===== src/rtl/nco_fd_pkg.sv =====
package nco_fd_pkg;
  typedef enum logic {DV_IDLE, DV_RUN} div_state_e;
endpackage


===== src/rtl/nco_phase_acc.sv =====
module nco_phase_acc #(
  parameter int ACC_W   = 64,
  parameter int MIN_PER = 12
) (
  input  logic             clk_i,
  input  logic             rst_i,
  input  logic             en_i,
  input  logic             ld_i,
  input  logic [ACC_W-1:0] word_i,
  output logic             wrap_o,
  output logic [ACC_W-1:0] rem_o,
  output logic [ACC_W-1:0] f_act_o
);
  localparam logic [ACC_W-1:0] F_CEIL = {ACC_W{1'b1}} / ACC_W'(MIN_PER);

  function automatic logic [ACC_W-1:0] limit_word(input logic [ACC_W-1:0] w);
    return (w > F_CEIL) ? F_CEIL : w;
  endfunction

  logic [ACC_W-1:0] phase_q, f_act_q, f_hold_q;
  logic             pend_q;
  logic [ACC_W:0]   sum_w;
  logic             wrap_w, swap_w;

  assign sum_w   = {1'b0, phase_q} + {1'b0, f_act_q};
  assign wrap_w  = en_i && sum_w[ACC_W];
  assign swap_w  = pend_q && (wrap_w || (f_act_q == '0));
  assign wrap_o  = wrap_w;
  assign rem_o   = sum_w[ACC_W-1:0];
  assign f_act_o = f_act_q;

  always_ff @(posedge clk_i) begin
    if (rst_i) begin
      phase_q  <= '0;
      f_act_q  <= '0;
      f_hold_q <= '0;
      pend_q   <= 1'b0;
    end else begin
      if (en_i) phase_q <= sum_w[ACC_W-1:0];
      if (swap_w) begin
        f_act_q <= f_hold_q;
        pend_q  <= 1'b0;
      end
      if (ld_i) begin
        f_hold_q <= limit_word(word_i);
        pend_q   <= 1'b1;
      end
    end
  end


  word_ceiling_chk: assert property (@(posedge clk_i) disable iff (rst_i)
    f_act_q <= F_CEIL);

  swap_at_boundary_chk: assert property (@(posedge clk_i) disable iff (rst_i)
    !$stable(f_act_q) |-> ($past(wrap_w) || ($past(f_act_q) == '0)));

  zero_silent_chk: assert property (@(posedge clk_i) disable iff (rst_i)
    (f_act_q == '0) |-> !wrap_w);

  hold_when_off_chk: assert property (@(posedge clk_i) disable iff (rst_i)
    !$past(en_i) |-> $stable(phase_q));
endmodule


===== src/rtl/nco_frac_div.sv =====
module nco_frac_div
  import nco_fd_pkg::*;
#(
  parameter int ACC_W  = 64,
  parameter int DIV_W  = 16,
  parameter int CODE_W = 8
) (
  input  logic              clk_i,
  input  logic              rst_i,
  input  logic              start_i,
  input  logic [ACC_W-1:0]  rem_i,
  input  logic [ACC_W-1:0]  den_i,
  output logic [CODE_W-1:0] code_o,
  output logic              vld_o,
  output logic              busy_o
);
  localparam int CNT_W = (CODE_W > 1) ? $clog2(CODE_W) : 1;

  function automatic int lead_one(input logic [ACC_W-1:0] x);
    int pos;
    pos = 0;
    for (int i = 0; i < ACC_W; i++) if (x[i]) pos = i;
    return pos;
  endfunction

  function automatic logic [DIV_W-1:0] top_bits(input logic [ACC_W-1:0] x, input int sh);
    logic [ACC_W-1:0] t;
    t = x << sh;
    return t[ACC_W-1 -: DIV_W];
  endfunction

  div_state_e        st_q;
  logic [CNT_W-1:0]  cnt_q;
  logic [DIV_W-1:0]  dd_q, part_q;
  logic [CODE_W-1:0] quo_q;
  logic              sat_q;
  logic [DIV_W:0]    trial_w;
  logic              bit_w;
  logic [DIV_W-1:0]  part_n_w;
  int                sh_w;
  logic [DIV_W-1:0]  nn_w, dn_w;

  assign sh_w     = ACC_W - 1 - lead_one(den_i);
  assign nn_w     = top_bits(den_i - rem_i, sh_w);
  assign dn_w     = top_bits(den_i, sh_w);
  assign trial_w  = {part_q, 1'b0};
  assign bit_w    = trial_w >= {1'b0, dd_q};
  assign part_n_w = bit_w ? DIV_W'(trial_w - {1'b0, dd_q}) : trial_w[DIV_W-1:0];
  assign busy_o   = (st_q == DV_RUN);

  always_ff @(posedge clk_i) begin
    if (rst_i) begin
      st_q <= DV_IDLE; cnt_q <= '0; dd_q <= '0; part_q <= '0;
      quo_q <= '0; sat_q <= 1'b0; code_o <= '0; vld_o <= 1'b0;
    end else begin
      vld_o <= 1'b0;
      if (start_i) begin
        st_q   <= DV_RUN;
        cnt_q  <= '0;
        dd_q   <= dn_w;
        sat_q  <= (nn_w >= dn_w);
        part_q <= (nn_w >= dn_w) ? '0 : nn_w;
        quo_q  <= '0;
      end else if (st_q == DV_RUN) begin
        part_q <= part_n_w;
        quo_q  <= {quo_q[CODE_W-2:0], bit_w};
        cnt_q  <= cnt_q + 1'b1;
        if (cnt_q == CNT_W'(CODE_W - 1)) begin
          st_q   <= DV_IDLE;
          vld_o  <= 1'b1;
          code_o <= sat_q ? '1 : {quo_q[CODE_W-2:0], bit_w};
        end
      end
    end
  end


  no_restart_chk: assert property (@(posedge clk_i) disable iff (rst_i)
    start_i |-> !busy_o);

  part_below_den_chk: assert property (@(posedge clk_i) disable iff (rst_i)
    busy_o |-> (part_q < dd_q));

  vld_single_chk: assert property (@(posedge clk_i) disable iff (rst_i)
    vld_o |=> !vld_o);
endmodule


===== src/rtl/nco_fine_edge.sv =====
module nco_fine_edge #(
  parameter int ACC_W   = 64,
  parameter int CODE_W  = 8,
  parameter int DIV_W   = 16,
  parameter int MIN_PER = 12
) (
  input  logic              clk_i,
  input  logic              rst_i,
  input  logic              en_i,
  input  logic              freq_ld_i,
  input  logic [ACC_W-1:0]  freq_word_i,
  output logic              edge_o,
  output logic              clk_o,
  output logic [CODE_W-1:0] fine_code_o,
  output logic              fine_vld_o
);
  logic             wrap_w, div_busy_w;
  logic [ACC_W-1:0] rem_w, f_act_w;
  logic             edge_q, tog_q;

  nco_phase_acc #(.ACC_W(ACC_W), .MIN_PER(MIN_PER)) u_acc (
    .clk_i(clk_i), .rst_i(rst_i), .en_i(en_i), .ld_i(freq_ld_i),
    .word_i(freq_word_i), .wrap_o(wrap_w), .rem_o(rem_w), .f_act_o(f_act_w)
  );

  nco_frac_div #(.ACC_W(ACC_W), .DIV_W(DIV_W), .CODE_W(CODE_W)) u_div (
    .clk_i(clk_i), .rst_i(rst_i), .start_i(wrap_w), .rem_i(rem_w),
    .den_i(f_act_w), .code_o(fine_code_o), .vld_o(fine_vld_o), .busy_o(div_busy_w)
  );

  always_ff @(posedge clk_i) begin
    if (rst_i) begin
      edge_q <= 1'b0;
      tog_q  <= 1'b0;
    end else begin
      edge_q <= wrap_w;
      if (wrap_w) tog_q <= ~tog_q;
    end
  end

  assign edge_o = edge_q;
  assign clk_o  = tog_q;


  toggle_on_edge_chk: assert property (@(posedge clk_i) disable iff (rst_i)
    edge_o |-> (clk_o != $past(clk_o)));

  steady_between_chk: assert property (@(posedge clk_i) disable iff (rst_i)
    !edge_o |-> $stable(clk_o));

  busy_after_edge_chk: assert property (@(posedge clk_i) disable iff (rst_i)
    edge_o |-> div_busy_w);
endmodule


===== config.mk =====
export PLATFORM = sky130hd
export DESIGN_NAME = nco_fine_edge
export DESIGN_NICKNAME = d
export VERILOG_FILES = /design/src/rtl/nco_fd_pkg.sv /design/src/rtl/nco_phase_acc.sv /design/src/rtl/nco_frac_div.sv /design/src/rtl/nco_fine_edge.sv
export SDC_FILE = /design/constraint.sdc
export NUM_CORES = 1
export LEC_CHECK = 0
export ABC_AREA = 1
export BUFFER_PORTS_ARGS = -buffer_cell sky130_fd_sc_hd__buf_2
export CORE_MARGIN = 5
export CORE_UTILIZATION = 30
export DETAILED_ROUTE_END_ITERATION = 16
export GPL_TIMING_DRIVEN = 0
export PLACE_DENSITY = 0.56
export SYNTH_ARGS = -nofsm -noshare
export SYNTH_HDL_FRONTEND = slang
export SYNTH_SLANG_ARGS = --single-unit

===== constraint.sdc =====
create_clock -name clk_i -period 8.85 [get_ports clk_i]
set_input_delay 1.77 -clock clk_i [delete_from_list [all_inputs] [get_ports clk_i]]
set_output_delay 1.77 -clock clk_i [all_outputs]
set_load 0.005 [all_outputs]

==> flow_summary.ini, run 1 <==
[floorplan]
dieArea_mm2 = 0.0867
io_pins = 79
start_util_pct = 30.2
dieHeight_um = 294
rows = 104
core_mm2 = 0.0804
fp.dieW_um = 294

[grt]
grt_pass1_wl_um = 163000
antenna_found_initial = 1
first_global_vias = 26600
grt_overflow_total = 0
grt_start_max_net_pins = 17
grt_use_total_pct = 24.3

[clock_network]
h-tree-depth = 1
cts_sinks = 248
cts-buffers-inserted = 31
clk_path_buf_depth = 3
path_clk_slew_ns = 0.07
worst_skew_pair.late_latency_ns = 0.63
root_buffer = clkbuf_16
tritoncts = built
ctsHoldBuffers = 0

[synthesis]
async_flop_share_pct = 0
synth.area.top_cells = dfxtp_1 20%, nand2_1 15%, nand3_1 13%
dominantRegCellSynth = dfxtp_1
ys_seq_area_share_pct = 20.5
netlist.area_leader.share_pct = 20.5
synth_top_area_cell = dfxtp_1
synth_cells = 3881
synth_edf_count = 0
syn_nets = 4113
avgSynthCellArea_um2 = 6.25
syn_area_mm2 = 0.0243
yosysWarnings = 0
synth_cell_types = 71
synth-seq-cells = 248

[run_status]
violations = setup timing
status = finished, violations left

[detailed_routing]
vias = 28100
drt_wl_total_um = 111000
vias_per_cell = 5.48
wl_per_cell_um = 21.6
drt_iter0_markers = 2933
first_pass_iters = 8
drc_errors = 0
antenna_left = 0

[worst_hold_path]
min_from = u_acc.f_hold_q[62]
hold_path_class = reg2reg
hold_depth = 2
min_to = u_acc.f_hold_q[62]

[timing]
setup_violations = 17
layout_min_cycle_time_ns = 9.18
slew-limit-headroom_pct = 17.0
finalHoldViolCount = 0
maxSlewViolCount = 0
fin_skew_ns = 0.0250
fmax_ghz = 0.109
fin_ws_ns = -0.329
rsz0062_at_grt = true
period_share_pct = 104
worst_pin_slew_ns = 1.25

[setup_path]
r2r_slack_ns = -0.33
worst-path-buf-inv = 10
criticalPathCategory = reg2reg
arrival_ns = 9.73
path_max_fanout = 5
crit_slowest_cell = dfxtp_4
r2r_end = u_div.part_q[11]
r2r-start = u_acc.f_act_o[0]
cp-end-kind = flop
slowest_delay_ns = 0.37
cp_top_family = compound AO/OA/AOI/OAI gates
crit_path_start_kind = flop
cp_data_required_time_ns = 9.40
r2r_cells = 67
cp-startpoint = u_acc.f_act_o[0]

[cells_and_area]
layout.cells.non_filler = 5132
fin_nets = 4280
diodes = 0
drive_gt1_share_pct = 12.0
n_fill_cell = 8943
areaGrowthSynthToFinish_pct = 16.6

[place]
numPortBuffers = 77
dp_cells = 5018
place_congestion = 1.03
dp_hpwl_um = 89100

[flow_run]
drv_cap = 0
[how the worst max path moves through the flow]
stage | to | depth (start not counted)
floorplan | u_div.part_q[14] | 68
CTS | u_div.part_q[11] | 69
global route | u_div.part_q[7] | 67
global placement | u_div.part_q[11] | 68
detailed placement | u_div.part_q[12] | 68
finish | u_div.part_q[11] | 67
[synthesized netlist by cell type (37+ instances only)]
| cell | number |
|---|---|
| a31oi_1 | 54 |
| o211ai_1 | 93 |
| o21ai_0 | 231 |
| nor2_1 | 169 |
| nand3_1 | 608 |
| inv_1 | 381 |
| clkbuf_8 | 37 |
| dfxtp_1 | 248 |
| nand2_1 | 972 |
| clkbuf_1 | 94 |
| xor2_1 | 75 |
| xnor2_1 | 65 |
| o21ai_1 | 50 |
| a21oi_1 | 324 |
| ha_1 | 161 |
[registers in the layout, indices dropped and copies added, names as in the netlist]
register        cells
clk_o               1
edge_o              1
u_acc.f_act_o      64
u_acc.f_hold_q     64
u_acc.pend_q        1
u_acc.phase_q      64
u_div.busy_o        1
u_div.cnt_q         3
u_div.code_o        8
u_div.dd_q         16
u_div.part_q       16
u_div.quo_q         7
u_div.sat_q         1
u_div.vld_o         1
[cells in the final DEF, fill, tap and decap left out, types with 93 or more instances in the layout]
master    netlist  layout
nor2_1        169     165
a21oi_1       324     293
o211ai_1       93      93
dfxtp_1       248     242
ha_1          161     147
nand2_1       972     950
buf_2          20      97
o21ai_0       231     225
nand3_1       608     601
inv_1         381     378
clkbuf_1       94      97
[cell type report]
cell class | count | area, µm² | share of cell area, %
repair buffers | 134 | 852 | 3.01
well taps | 1060 | 1330 | 4.69
flip-flops and latches | 248 | 4980 | 17.6
clock buffers | 38 | 842 | 2.98
clock inverters | 19 | 256 | 0.906
plain buffers | 208 | 1380 | 4.86
multi-input cells | 3030 | 17200 | 60.7
inverters | 395 | 1480 | 5.24
[logic make-up (layout without fill, tap and decap cells)]
logic type,count (synthesis),in the layout,synth area share [%]
fa+ha+maj,164,164,8.55
flops,248,248,20.5
buf+inv,603,794,11.8
xor+xnor,140,140,5.05
simple gates,1870,1870,33.4
compound gates,856,856,20.7
[through the flow]
stage	utilization [%]	setup WS, ns	cell area, µm²	hold slack [ns]	setup TNS (ns)
2_1_floorplan	-	0.252	24300	0.416	0
3_3_place_gp	32.3	-1.92	26000	0.430	-30.79
3_5_place_dp	32.3	-1.89	26000	0.430	-30.27
4_1_cts	34.4	-0.684	27700	0.447	-11.01
5_1_grt	35.2	-0.791	28300	0.460	-13.07
6_report	35.2	-0.329	28300	0.448	-5.12
[what timing repair did]
action / CTS / global route
pin swaps: 42 / 58
gates cloned: 1 / 0
buffers inserted: 34 / 22
setup endpoints to repair: 17 / 17
gates resized for setup: 80 / 89
[worst min-delay path, cell delays in order (launching register included)]
cell     delay (ns)
dfxtp_1        0.31
nand2_1        0.06
nor2_1         0.04
[layer usage]
layer | part of all wire [%] | track usage, %
met5 | 0 | 0
met4 | 6.4 | 12.5
met3 | 7.0 | 3.59
met2 | 44 | 38.8
met1 | 43 | 31.9
Power of run 1 is left out: the tool's default activity adds up to more than one toggle a clock period on the data nets, which glitch-free logic cannot reach.
==> inputs of run 2 (changes only) <==
Settings changed: BUFFER_PORTS_ARGS -buffer_cell sky130_fd_sc_hd__buf_2 to -buffer_cell sky130_fd_sc_hd__clkbuf_2, CORE_ASPECT_RATIO from default to 1.75.
==> run 2 against run 1 <==
The run still ends with setup timing left. Wire length grew 14%. Global-route usage rose by 3.7 points. Die area up 0.26%. Setup slack got worse by 0.086 ns. Register-to-register slack lost 0.09 ns. Sequential share of layout area is 0.27 points higher. Cell area down 1.6%. Non-clock buffer count is 9 lower. Clock-buffer cell count is 2 lower. Via count down 1.2%. Highest routed layer unchanged. Largest cell class unchanged.
==> flow_summary.ini, run 2 (same netlist as run 1, synthesis figures left out) <==
[run_status]
status = finished, violations left
violations = setup timing

[timing]
period_share_pct = 105
finalHoldViolCount = 0
worst_pin_slew_ns = 1.37
layout_min_cycle_time_ns = 9.26
fin_skew_ns = 0.0173
fin_ws_ns = -0.415
fmax_ghz = 0.108
rsz0062_at_grt = true
whs_ns = 0.439
setup_violations = 17
maxSlewViolCount = 0
slew-limit-headroom_pct = 8.52

[clock_network]
clk_path_buf_depth = 3
path_clk_slew_ns = 0.07
ctsHoldBuffers = 0
worst_skew_pair.late_latency_ns = 0.60
tritoncts = built
h-tree-depth = 1
root_buffer = clkbuf_16
cts-buffers-inserted = 25
cts_sinks = 248

[detailed_routing]
vias = 27800
vias_per_cell = 5.45
first_pass_iters = 6
drc_errors = 0
wl_per_cell_um = 24.8
drt_iter0_markers = 2128
antenna_left = 0
drt_wl_total_um = 126000

[grt]
antenna_found_initial = 2
grt_start_max_net_pins = 15
first_global_vias = 27800
grt_pass1_wl_um = 182000
grt_overflow_total = 0
grt_use_total_pct = 28.1

[cells_and_area]
fin_nets = 4265
final_common_cell = nand2_1
final_cell_area_mm2 = 0.0278
utilization_pct = 34.5
final_cell_mix = 954 x nand2_1, 600 x nand3_1, 380 x inv_1
drive_gt1_share_pct = 11.0
areaGrowthSynthToFinish_pct = 14.8
layout.cells.non_filler = 5103

[worst_hold_path]
hold_path_class = reg2reg

[setup_path]
slowest_delay_ns = 0.36
arrival_ns = 9.80
cp-end-kind = flop
r2r_slack_ns = -0.41
path_max_fanout = 6
crit_path_start_kind = flop
criticalPathCategory = reg2reg
cp_data_required_time_ns = 9.39
crit_slowest_cell = dfxtp_4

[floorplan]
start_util_pct = 30.1
rows = 138
core_mm2 = 0.0806
fp.dieW_um = 225
dieArea_mm2 = 0.0869
io_pins = 79
dieHeight_um = 386

[place]
place_congestion = 1.08
numPortBuffers = 77
dp_hpwl_um = 106000
placed_area_mm2 = 0.0260
dp_cells = 5008

[flow_run]
drv_cap = 0
run 2: changes by cell type in the layout (fill, tap and decap cells not counted), moves of 4 or more:
cell,delta
buf_4,-5
clkbuf_2,+77
clkbuf_8,+4
xor2_2,-4
a21oi_1,+4
clkbuf_16,-6
clkinv_2,-5
xor2_1,+7
buf_2,-77
nand2_1,+4
run 2: path summary, 6_finish.rpt:
kind                 startpoint            endpoint  depth (start not counted)
min reg2reg  u_acc.f_hold_q[61]  u_acc.f_hold_q[61]                          2
max            u_acc.f_act_o[0]     u_div.part_q[0]                         69
min          u_acc.f_hold_q[61]  u_acc.f_hold_q[61]                          2
max reg2reg    u_acc.f_act_o[0]     u_div.part_q[0]                         69
run 2: what timing repair did:
action,CTS,global route
setup buffers,28,20
pin swaps,15,32
endpoints found under the setup margin,17,17
resized for setup,71,63
gates cloned,1,0
run 2: layout make-up:
cell class                      count  area (µm²)
Antenna cell                        1        2.50
Buffer                            208        1380
Clock buffer                       36         737
Clock inverter                     10         143
Fill cell                        9122       52800
Inverter                          395        1480
Multi-Input combinational cell   3030       17100
Sequential cell                   248        4980
Tap cell                         1050        1310
Timing Repair Buffer              125         759
run 2: metal layers:
layer / wire length, µm / share of wire [%] / track usage [%]
met5: 0 / 0 / 0.230
met4: 13500 / 11 / 23.1
met3: 5300 / 4.2 / 3.27
met2: 64100 / 51 / 52.3
met1: 43500 / 34 / 27.4
run 2: worst max-delay path: cells and delay by family, from the launching register on:
| kind | cells | cell delay (ns) |
|---|---|---|
| AOI/OAI and AO/OA | 27 | 4.01 |
| and+or+nand+nor | 25 | 2.30 |
| adders and majority gates | 4 | 1.04 |
| buffers and inverters | 11 | 1.03 |
| xor gates and xnor gates | 2 | 0.45 |
| DFF | 1 | 0.36 |
run 2: metrics by stage:
step,worst slack [ns],TNS (ns)
5_1_grt,-1.03,-17.06
3_5_place_dp,-2.06,-33.35
3_3_place_gp,-2.02,-32.78
4_1_cts,-0.599,-9.72
2_1_floorplan,0.252,0
6_report,-0.415,-6.49
Power of run 2 is left out for the same reason.
==> inputs of run 3 (changes only) <==
Settings changed: ABC_AREA 1 to default.
==> run 3 against run 2 <==
The run still ends with setup timing left. Via count rose by 2.7%. Final cell count down 8.9%. Hold slack better by 0.022 ns. Cell area up 9.7%. Global-route usage rose by 1.7 points. Wire length rose by 13%. Register-to-register slack better by 0.20 ns. First-iteration DRC count rose by 11%. Die area rose by 5.1%. Non-clock buffer count is 44 higher.
==> flow_summary.ini, run 3 <==
[floorplan]
core_mm2 = 0.0845
fp.dieW_um = 231
io_pins = 79
rows = 141
dieArea_mm2 = 0.0914
start_util_pct = 30.2
dieHeight_um = 396

[synthesis]
synth_top_family_by_area = compound AO/OA/AOI/OAI gates
synth-seq-cells = 248
syn_nets = 3592
yosysWarnings = 0
synth_edf_count = 0
synthAdderAreaFrac_pct = 8.12
syn_area_mm2 = 0.0256
netlist.area_leader.share_pct = 19.4
post-synth-top-count-cell = nor2_1
avgSynthCellArea_um2 = 7.61
synth_common_cells = 395 x nor2_1, 259 x mux2i_1, 250 x a21oi_1
synth_cell_types = 92
yosys.area_share.xor_xnor_pct = 3.53
ys_seq_area_share_pct = 19.4
yosys.area_share.simple_pct = 20.7
synth.area.top_cells = dfxtp_1 19%, mux2i_1 10%, ha_1 7.9%
synth_cells = 3360
synth_mux_area_share_pct = 11.8
synth_top_area_cell = dfxtp_1
dominantRegCellSynth = dfxtp_1
synth-compound-area-share_pct = 31.7
async_flop_share_pct = 0

[grt]
grt_start_max_net_pins = 16
grt_pass1_wl_um = 201000
antenna_found_initial = 1
grt_overflow_total = 0
grt_use_total_pct = 29.8
first_global_vias = 28800

[clock_network]
cts-buffers-inserted = 27
h-tree-depth = 1
clk_path_buf_depth = 3
root_buffer = clkbuf_16
cts_sinks = 248
path_clk_slew_ns = 0.07
worst_skew_pair.late_latency_ns = 0.61
tritoncts = built

[timing]
setup_violations = 13
fmax_ghz = 0.110
tns_ns = -1.12
finalHoldViolCount = 0
fin_skew_ns = 0.0444
rsz0062_at_grt = true
maxSlewViolCount = 0
fin_ws_ns = -0.215
layout_min_cycle_time_ns = 9.06
slew-limit-headroom_pct = 1.51
worst_pin_slew_ns = 1.47
period_share_pct = 102

[place]
place_congestion = 1.03
dp_hpwl_um = 115000
numPortBuffers = 77

[detailed_routing]
drt_iter0_markers = 2372
wl_per_cell_um = 30.6
antenna_left = 0
vias_per_cell = 6.14
first_pass_iters = 8
drc_errors = 0
drt_wl_total_um = 142000
vias = 28600

[worst_hold_path]
hold_depth = 1
hold_path_class = reg2reg
min_from = u_acc.f_hold_q[61]
min_to = u_acc.f_hold_q[61]

[setup_path]
cp_data_required_time_ns = 9.40
path_max_fanout = 10
criticalPathCategory = reg2reg
r2r_end = u_div.part_q[7]
cp-end-kind = flop
r2r_cells = 22
arrival_ns = 9.61
r2r_slack_ns = -0.21
r2r-start = u_acc.f_act_o[51]
crit_path_start_kind = flop

[flow_run]
drv_cap = 0

[cells_and_area]
n_fill_cell = 8932
drive_gt1_share_pct = 16.6
areaGrowthSynthToFinish_pct = 19.5
final_common_cell = nor2_1
fin_nets = 3789
utilization_pct = 36.1
diodes = 0
final_cell_mix = 391 x nor2_1, 257 x mux2i_1, 238 x a21oi_1

[run_status]
violations = setup timing
status = finished, violations left
## run 3: cell types whose count changed after synthesis, sizes merged, moves of 97 or more
cell    change
a211oi     +97
nand2     -773
nand3     -543
a21o      +100
inv       -316
mux2i     +259
o21ai     -112
nor2      +223
## run 3: layout make-up
class                           count  area (µm²)  share of cell area (%)
Buffer                            198         916                    3.00
Timing Repair Buffer              179        1190                    3.91
Tap cell                         1072        1340                    4.39
Clock buffer                       35         776                    2.54
Multi-Input combinational cell   2827       20800                    68.1
Clock inverter                     14         219                   0.717
Inverter                           76         285                   0.934
Sequential cell                   248        5020                    16.4
## run 3: worst max-delay path, cell delays in order, from the launching register on
cell      delay, ns
dfxtp_1        0.76
nor2_1         0.07
o311ai_0       0.65
o32ai_1        0.40
a21oi_1        0.73
and2_1         0.21
buf_2          0.38
buf_2          0.41
buf_2          0.44
clkbuf_2       0.49
clkbuf_1       0.70
mux2i_1        0.25
a21oi_1        0.73
o211ai_1       0.24
a21oi_1        0.78
ha_1           0.38
nand2_1        0.07
a22oi_1        0.06
a21o_1         0.23
or3_4          0.47
nor2_2         0.12
o31a_1         0.24
o22a_1         0.16
## run 3: stage by stage
| step | hold WS [ns] | area, µm² | cells | setup slack [ns] |
|---|---|---|---|---|
| after floorplan | 0.429 | 25600 | 3360 | 0.309 |
| after global placement | 0.445 | 27300 | 4509 | -3.88 |
| after detailed placement | 0.446 | 27300 | 4511 | -3.04 |
| after CTS | 0.467 | 29800 | 4625 | 0.00233 |
| after global routing | 0.477 | 30500 | 4649 | -0.264 |
| final | 0.461 | 30500 | 4649 | -0.215 |
## run 3: repair_timing
| item | 4_1_cts | 5_1_grt |
|---|---|---|
| gates cloned | 0 | 0 |
| hold buffers | 0 | 0 |
| pin swaps | 58 | 56 |
| endpoints found under the setup margin | 17 | 17 |
| resized for setup | 212 | 138 |
| hold endpoints to repair | 0 | 0 |
| buffers inserted | 74 | 27 |
## run 3: cells by family (layout without fill, tap and decap cells)
family / count (synthesis) / in the layout
AO/OA/AOI/OAI: 1164 / 1164
XOR/XNOR: 103 / 103
adder cells (fa/ha/maj): 164 / 164
buffers and inverters: 285 / 502
flip-flops: 248 / 248
multiplexers: 293 / 293
AND/OR/NAND/NOR: 1103 / 1103
## run 3: how the worst max path moves through the flow
stage	startpoint	endpoint	slack [ns]	cells after the start
after floorplan	u_acc.f_act_o[1]	u_div.part_q[15]	0.31	41
after global placement	u_acc.f_act_o[1]	u_div.part_q[14]	-3.88	39
after detailed placement	u_acc.f_act_o[1]	u_div.part_q[14]	-3.04	40
after CTS	u_acc.f_act_o[0]	u_div.part_q[15]	0.002	41
after global routing	u_acc.f_act_o[18]	u_div.part_q[15]	-0.26	28
final	u_acc.f_act_o[51]	u_div.part_q[7]	-0.21	22
## run 3: routing by layer
layer | track usage, % | share of wire (%)
met5 | 0 | 0.0056
met4 | 29.8 | 13
met3 | 4.81 | 5.3
met2 | 53.2 | 49
met1 | 28.0 | 33
Power of run 3 is left out for the same reason.
